## src/rtl/crc_xpose_pkg.sv

```systemverilog
`timescale 1ns/1ps
package crc_xpose_pkg;
  localparam int unsigned LANES    = 4;
  localparam int unsigned BYTE_W   = 8;
  localparam int unsigned WORD_W   = LANES * BYTE_W;
  localparam int unsigned NARROW_W = WORD_W / 2;

  localparam int unsigned CTRL_WIDE = 24;
  localparam int unsigned CTRL_SEED = 25;
  localparam int unsigned CTRL_INV  = 26;
  localparam int unsigned CTRL_RDX  = 28;
  localparam int unsigned CTRL_WRX  = 30;
  localparam logic [WORD_W-1:0] CTRL_MASK = 32'hF700_0000;

  typedef enum logic [1:0] {
    XP_NONE  = 2'd0,
    XP_BITS  = 2'd1,
    XP_ALL   = 2'd2,
    XP_BYTES = 2'd3
  } xpose_e;

  typedef enum logic [1:0] {
    SEL_DATA = 2'd0,
    SEL_POLY = 2'd1,
    SEL_CTRL = 2'd2,
    SEL_NONE = 2'd3
  } reg_sel_e;

  // one byte through the polynomial, MSB first; narrow mode keeps the upper half
  function automatic logic [WORD_W-1:0] crc_byte_step(
    input logic [WORD_W-1:0] st,
    input logic [BYTE_W-1:0] b,
    input logic [WORD_W-1:0] poly,
    input logic              wide
  );
    logic [WORD_W-1:0]   s;
    logic [NARROW_W-1:0] t;
    s = st;
    t = st[NARROW_W-1:0];
    if (wide) begin
      s = s ^ {b, {(WORD_W-BYTE_W){1'b0}}};
      for (int i = 0; i < BYTE_W; i++)
        s = s[WORD_W-1] ? ((s << 1) ^ poly) : (s << 1);
    end else begin
      t = t ^ {b, {(NARROW_W-BYTE_W){1'b0}}};
      for (int i = 0; i < BYTE_W; i++)
        t = t[NARROW_W-1] ? ((t << 1) ^ poly[NARROW_W-1:0]) : (t << 1);
      s = {st[WORD_W-1:NARROW_W], t};
    end
    return s;
  endfunction

  function automatic logic [WORD_W-1:0] merge_lanes(
    input logic [WORD_W-1:0] old_v,
    input logic [WORD_W-1:0] new_v,
    input logic [LANES-1:0]  en
  );
    logic [WORD_W-1:0] r;
    r = old_v;
    for (int k = 0; k < LANES; k++)
      if (en[k]) r[k*BYTE_W +: BYTE_W] = new_v[k*BYTE_W +: BYTE_W];
    return r;
  endfunction

  function automatic logic [LANES-1:0] rev_lanes(input logic [LANES-1:0] en);
    logic [LANES-1:0] r;
    for (int k = 0; k < LANES; k++) r[k] = en[LANES-1-k];
    return r;
  endfunction
endpackage

```

## src/rtl/crc_xpose_swizzle.sv

```systemverilog
`timescale 1ns/1ps
module crc_xpose_swizzle
  import crc_xpose_pkg::*;
(
  input  logic [WORD_W-1:0] data_i,
  input  xpose_e            mode_i,
  output logic [WORD_W-1:0] data_o
);
  logic [WORD_W-1:0] bit_rev;
  logic [WORD_W-1:0] byte_rev;
  logic [WORD_W-1:0] all_rev;

  for (genvar k = 0; k < LANES; k++) begin : g_lane
    for (genvar j = 0; j < BYTE_W; j++) begin : g_bit
      assign bit_rev[k*BYTE_W+j]  = data_i[k*BYTE_W+(BYTE_W-1-j)];
      assign byte_rev[k*BYTE_W+j] = data_i[(LANES-1-k)*BYTE_W+j];
      assign all_rev[k*BYTE_W+j]  = data_i[WORD_W-1-(k*BYTE_W+j)];
    end
  end

  always_comb begin
    unique case (mode_i)
      XP_BITS:  data_o = bit_rev;
      XP_ALL:   data_o = all_rev;
      XP_BYTES: data_o = byte_rev;
      default:  data_o = data_i;
    endcase
  end
endmodule

```

## src/rtl/crc_xpose_core.sv

```systemverilog
`timescale 1ns/1ps
module crc_xpose_core
  import crc_xpose_pkg::*;
(
  input  logic [WORD_W-1:0] state_i,
  input  logic [WORD_W-1:0] data_i,
  input  logic [LANES-1:0]  en_i,
  input  logic [WORD_W-1:0] poly_i,
  input  logic              wide_i,
  output logic [WORD_W-1:0] state_o
);
  logic [WORD_W-1:0] chain [LANES+1];

  assign chain[0] = state_i;

  // lane 0 first; disabled lanes pass the state through
  for (genvar k = 0; k < LANES; k++) begin : g_step
    assign chain[k+1] = en_i[k]
      ? crc_byte_step(chain[k], data_i[k*BYTE_W +: BYTE_W], poly_i, wide_i)
      : chain[k];
  end

  assign state_o = chain[LANES];
endmodule

```

## src/rtl/crc_xpose_engine.sv

```systemverilog
`timescale 1ns/1ps
module crc_xpose_engine
  import crc_xpose_pkg::*;
#(
  parameter logic [WORD_W-1:0] POLY_RST = 32'h0000_1021
) (
  input  logic              clk_i,
  input  logic              rst_ni,
  input  logic              req_i,
  input  logic              we_i,
  input  logic [1:0]        addr_i,
  input  logic [LANES-1:0]  be_i,
  input  logic [WORD_W-1:0] wdata_i,
  output logic [WORD_W-1:0] rdata_o
);
  localparam logic [WORD_W-1:0] NARROW_ONES = {{NARROW_W{1'b0}}, {NARROW_W{1'b1}}};

  logic [WORD_W-1:0] ctrl_q, poly_q, state_q;
  logic [WORD_W-1:0] wdata_x, state_upd, state_seed, state_d;
  logic [WORD_W-1:0] res_raw, res_inv, res_x;
  logic [LANES-1:0]  be_x;
  reg_sel_e          sel;
  xpose_e            wr_mode, rd_mode;
  logic              wide, seed_mode, inv_rd;

  assign sel       = reg_sel_e'(addr_i);
  assign wide      = ctrl_q[CTRL_WIDE];
  assign seed_mode = ctrl_q[CTRL_SEED];
  assign inv_rd    = ctrl_q[CTRL_INV];
  assign wr_mode   = xpose_e'(ctrl_q[CTRL_WRX +: 2]);
  assign rd_mode   = xpose_e'(ctrl_q[CTRL_RDX +: 2]);

  // write path: reorder data, enables follow the bytes in modes 2 and 3
  crc_xpose_swizzle u_wr_swz (
    .data_i (wdata_i),
    .mode_i (wr_mode),
    .data_o (wdata_x)
  );

  assign be_x = wr_mode[1] ? rev_lanes(be_i) : be_i;

  crc_xpose_core u_core (
    .state_i (state_q),
    .data_i  (wdata_x),
    .en_i    (be_x),
    .poly_i  (poly_q),
    .wide_i  (wide),
    .state_o (state_upd)
  );

  assign state_seed = merge_lanes(state_q, wdata_x, be_x);
  assign state_d    = seed_mode ? state_seed : state_upd;

  always_ff @(posedge clk_i or negedge rst_ni) begin
    if (!rst_ni) begin
      ctrl_q  <= '0;
      poly_q  <= POLY_RST;
      state_q <= '1;
    end else if (req_i && we_i) begin
      unique case (sel)
        SEL_DATA: state_q <= state_d;
        SEL_POLY: poly_q  <= merge_lanes(poly_q, wdata_i, be_i);
        SEL_CTRL: ctrl_q  <= merge_lanes(ctrl_q, wdata_i, be_i) & CTRL_MASK;
        default: ;
      endcase
    end
  end

  // read path: width mask, complement, then reorder
  assign res_raw = wide ? state_q : (state_q & NARROW_ONES);
  assign res_inv = inv_rd ? (res_raw ^ (wide ? {WORD_W{1'b1}} : NARROW_ONES)) : res_raw;

  crc_xpose_swizzle u_rd_swz (
    .data_i (res_inv),
    .mode_i (rd_mode),
    .data_o (res_x)
  );

  always_comb begin
    rdata_o = '0;
    if (req_i && !we_i) begin
      unique case (sel)
        SEL_DATA: rdata_o = res_x;
        SEL_POLY: rdata_o = poly_q;
        SEL_CTRL: rdata_o = ctrl_q;
        default:  rdata_o = '0;
      endcase
    end
  end
endmodule

```

## config.mk

```make
export PLATFORM = sky130hd
export DESIGN_NAME = crc_xpose_engine
export DESIGN_NICKNAME = d
export VERILOG_FILES = /design/src/rtl/crc_xpose_pkg.sv /design/src/rtl/crc_xpose_swizzle.sv /design/src/rtl/crc_xpose_core.sv /design/src/rtl/crc_xpose_engine.sv
export SDC_FILE = /design/constraint.sdc
export NUM_CORES = 2
export LEC_CHECK = 0
export BUFFER_PORTS_ARGS = -buffer_cell sky130_fd_sc_hd__buf_2
export CAP_MARGIN = 20
export CELL_PAD_IN_SITES_DETAIL_PLACEMENT = 1
export CELL_PAD_IN_SITES_GLOBAL_PLACEMENT = 2
export CORE_MARGIN = 4
export CORE_UTILIZATION = 41
export DETAILED_ROUTE_END_ITERATION = 10
export GPL_TIMING_DRIVEN = 0
export PLACE_DENSITY_LB_ADDON = 0.1
export SYNTH_ARGS = -nofsm -noshare
export SYNTH_HDL_FRONTEND = slang
export SYNTH_SLANG_ARGS = --single-unit
export TNS_END_PERCENT = 30
```

## constraint.sdc

```tcl
create_clock -name clk_i -period 25 [get_ports clk_i]
set_input_delay 1.25 -clock clk_i [delete_from_list [all_inputs] [get_ports clk_i]]
set_output_delay 1.25 -clock clk_i [all_outputs]
set_load 0.005 [all_outputs]
```

==> results.md <==
- YS warnings: 0
- Htree depth: 3
- Slowest CP cell: a211oi_1
- Buffers on Ports: 72
- Syn_nets: 5910
- Global Route Usage Sum: 0.473
- Max frequency: 46.2 MHz
- Synth area leader: xnor2_1
- CTS Buf Count: 9
- Skew-Pair Late Insertion Delay: 0.37 ns
- Slew headroom: 0.113
- DIE WIDTH: 315 um
- Asr flop ratio synth: 1.00
- Cell variety after synth: 130
- Post-synthesis instance total: 5868
- Wire per inst: 33.9 um
- Hold WC Path Type: reg2reg
- Max stage delay on crit path: 0.96 ns
- CP Max Fanout: 10
- Setup TNS Final: 0 ns
- DP HPWL: 198000 um
- Final worst path period share: 0.866
- Status: finished, final reports clean
- Top-count cell post-synth: nand2_1
- Fill cells: 12600
- Critical Path AT: 21.91 ns
- CTS Hold Bufs: 0
- Row cnt: 112
- Initial antenna violation count: 15
- Least-Margin Pin Slew: 1.29 ns
- DRC Markers: 0
- # Max-Cap Violations: 0
- Worst path most repeated cell: xnor2_1
- Root Buffer: clkbuf_16
- Global-route wire length before repair: 344000 um
- Setup CP Type: in2reg
- Register area share after synthesis: 0.0470
- Dominant cells by area after synthesis: xnor2_1 (23%), nand2_1 (12%), a21oi_1 (4.4%), clkbuf_1 (3.9%), nor2_1 (3.5%)
- Area of the mapped netlist: 38700 um2
- Vias post-DR: 49700
- CP Launch Type: input port
- Vias per cell: 6.85
- Initial Util: 0.415
- CTS Buffer Depth: 2
- Final Critical Period: 21.64 ns
- Setup clock skew after layout: 0.0113 ns
- Clock tree sinks: 71
- IO Count: 74
- Share of cells above drive strength 1: 0.0777
- Post-synth EDFFs: 0
- Footprint of the multi-input gates: 34300 um2
- Final ANT Viol Nets: 0
- Worst Path Buf+Inv: 7
- CTS clk-pin slew, worst paths: 0.07 ns
- Endpoints failing setup: 0
- Avg Inst Size Synth: 6.60 um2
- Synth Flop Type: dfrtp_1
- Post-CTS setup buffers: 0
- Post-synth top cells: nand2_1 (1262), xnor2_1 (998), clkbuf_1 (405)
- RSZ-0062 raised after global routing: no
- Pins Over Slew Limit: 0
- CTS tree: built
- Overall die height: 315 um
- Post-layout nets: 6033
- Core Region: 93500 um2
- Die area: 99500 um2
- Final hold vios: 0
- Routed Wire Length: 246000 um
- 1st-iter DRT viols: 7023
- Routability cong.: 1.08
- Vias in the first global route: 46000
- Gr ovfl total: 0
- Largest net degree at the start of global routing: 58
- Yosys reg bits: 71
- Post-cts resize count: 0
- Synth top area share: 0.226
- CP top delay family: compound AO/OA/AOI/OAI gates
- Crit. End Element: register
- Area Overhead vs Synth: 6.86%
- DRT Pass-1 Iters: 5
- Worst path required time: 25.27 ns
- Register area: 1820 um2
-- stage by stage --
step	cell area [um2]	util	worst slack [ns]	hold slack, ns	cells
after floorplan	38700	-	10.06	0.520	5868
after global placement	40700	0.435	3.68	0.626	7194
after detailed placement	41000	0.439	4.20	0.649	7229
after CTS	41300	0.442	4.49	0.658	7245
after global routing	41400	0.443	3.07	0.679	7250
final	41400	0.443	3.36	0.691	7254
-- cell families (layout without fill, tap and decap cells) --
kind of cell,Yosys count,count (layout),share of synthesized area
simple gates,2185,2185,0.247
flops,71,71,0.0470
other cells,0,4,0
compound gates,1537,1537,0.278
buf+inv,664,792,0.0679
mux,195,195,0.0581
xor+xnor,1216,1216,0.302
-- cell type report --
cell class / instances / area share
Tap cell: 1254 / 0.0379
Clock buffer: 14 / 0.00665
Antenna cell: 4 / 0.000242
Buffer: 608 / 0.0585
Multi-Input combinational cell: 5133 / 0.828
Timing Repair Buffer: 112 / 0.0183
Sequential cell: 71 / 0.0440
Inverter: 56 / 0.00508
Clock inverter: 2 / 0.000907
-- worst paths after layout --
path / from / endpoint / slack [ns] / cells after the start
min: state_q[6]$_DFFE_PN1P_ / state_q[6]$_DFFE_PN1P_ / 0.69 / 2
max: wdata_i[31] / state_q[15]$_DFFE_PN1P_ / 3.36 / 56
max reg2reg: ctrl_q[30]$_DFFE_PN0P_ / state_q[15]$_DFFE_PN1P_ / 3.71 / 56
min in group asynchronous: rst_ni / ctrl_q[29]$_DFFE_PN0P_ / 0.74 / 1
max in group asynchronous: rst_ni / poly_q[0]$_DFFE_PN1P_ / 23.58 / 2
min reg2reg: state_q[6]$_DFFE_PN1P_ / state_q[6]$_DFFE_PN1P_ / 0.69 / 2
-- state kept, by name, summed over array words and instances, names as in the netlist --
signal,count
ctrl_q,7
poly_q,32
state_q,32
-- routing by layer --
metal | part of all wire | vias up | global-route usage
met4 | 0.093 | 12 | 0.342
met5 | 0.00032 | - | 0
met2 | 0.40 | 3357 | 0.675
met3 | 0.12 | 846 | 0.126
met1 | 0.39 | 24500 | 0.613
li1 | - | 21000 | -
-- tightest hold or removal path, stage by stage (launching register included) --
cell,delay [ns]
dfstp_2,0.45
nand2_1,0.10
o221ai_1,0.12
-- cell usage in the layout (no fill, tap or decap), types with 47 or more instances in the layout --
cell and instances:
xnor2_1 997, a32oi_1 105, nor3_1 111, mux2i_1 96
nand3_1 150, a21oi_1 343, clkbuf_1 406, inv_1 50
a31oi_1 53, o21ai_1 56, o21ai_0 219, nand2_1 1262
o22ai_1 117, mux2_2 79, a211oi_1 113, xor2_1 134
buf_1 127, buf_2 147, xnor3_1 55, and3_1 47
nor2_1 357, o211ai_1 54
Power is left out: the tool's default activity adds up to more than one toggle a clock period on the data nets, which glitch-free logic cannot reach.
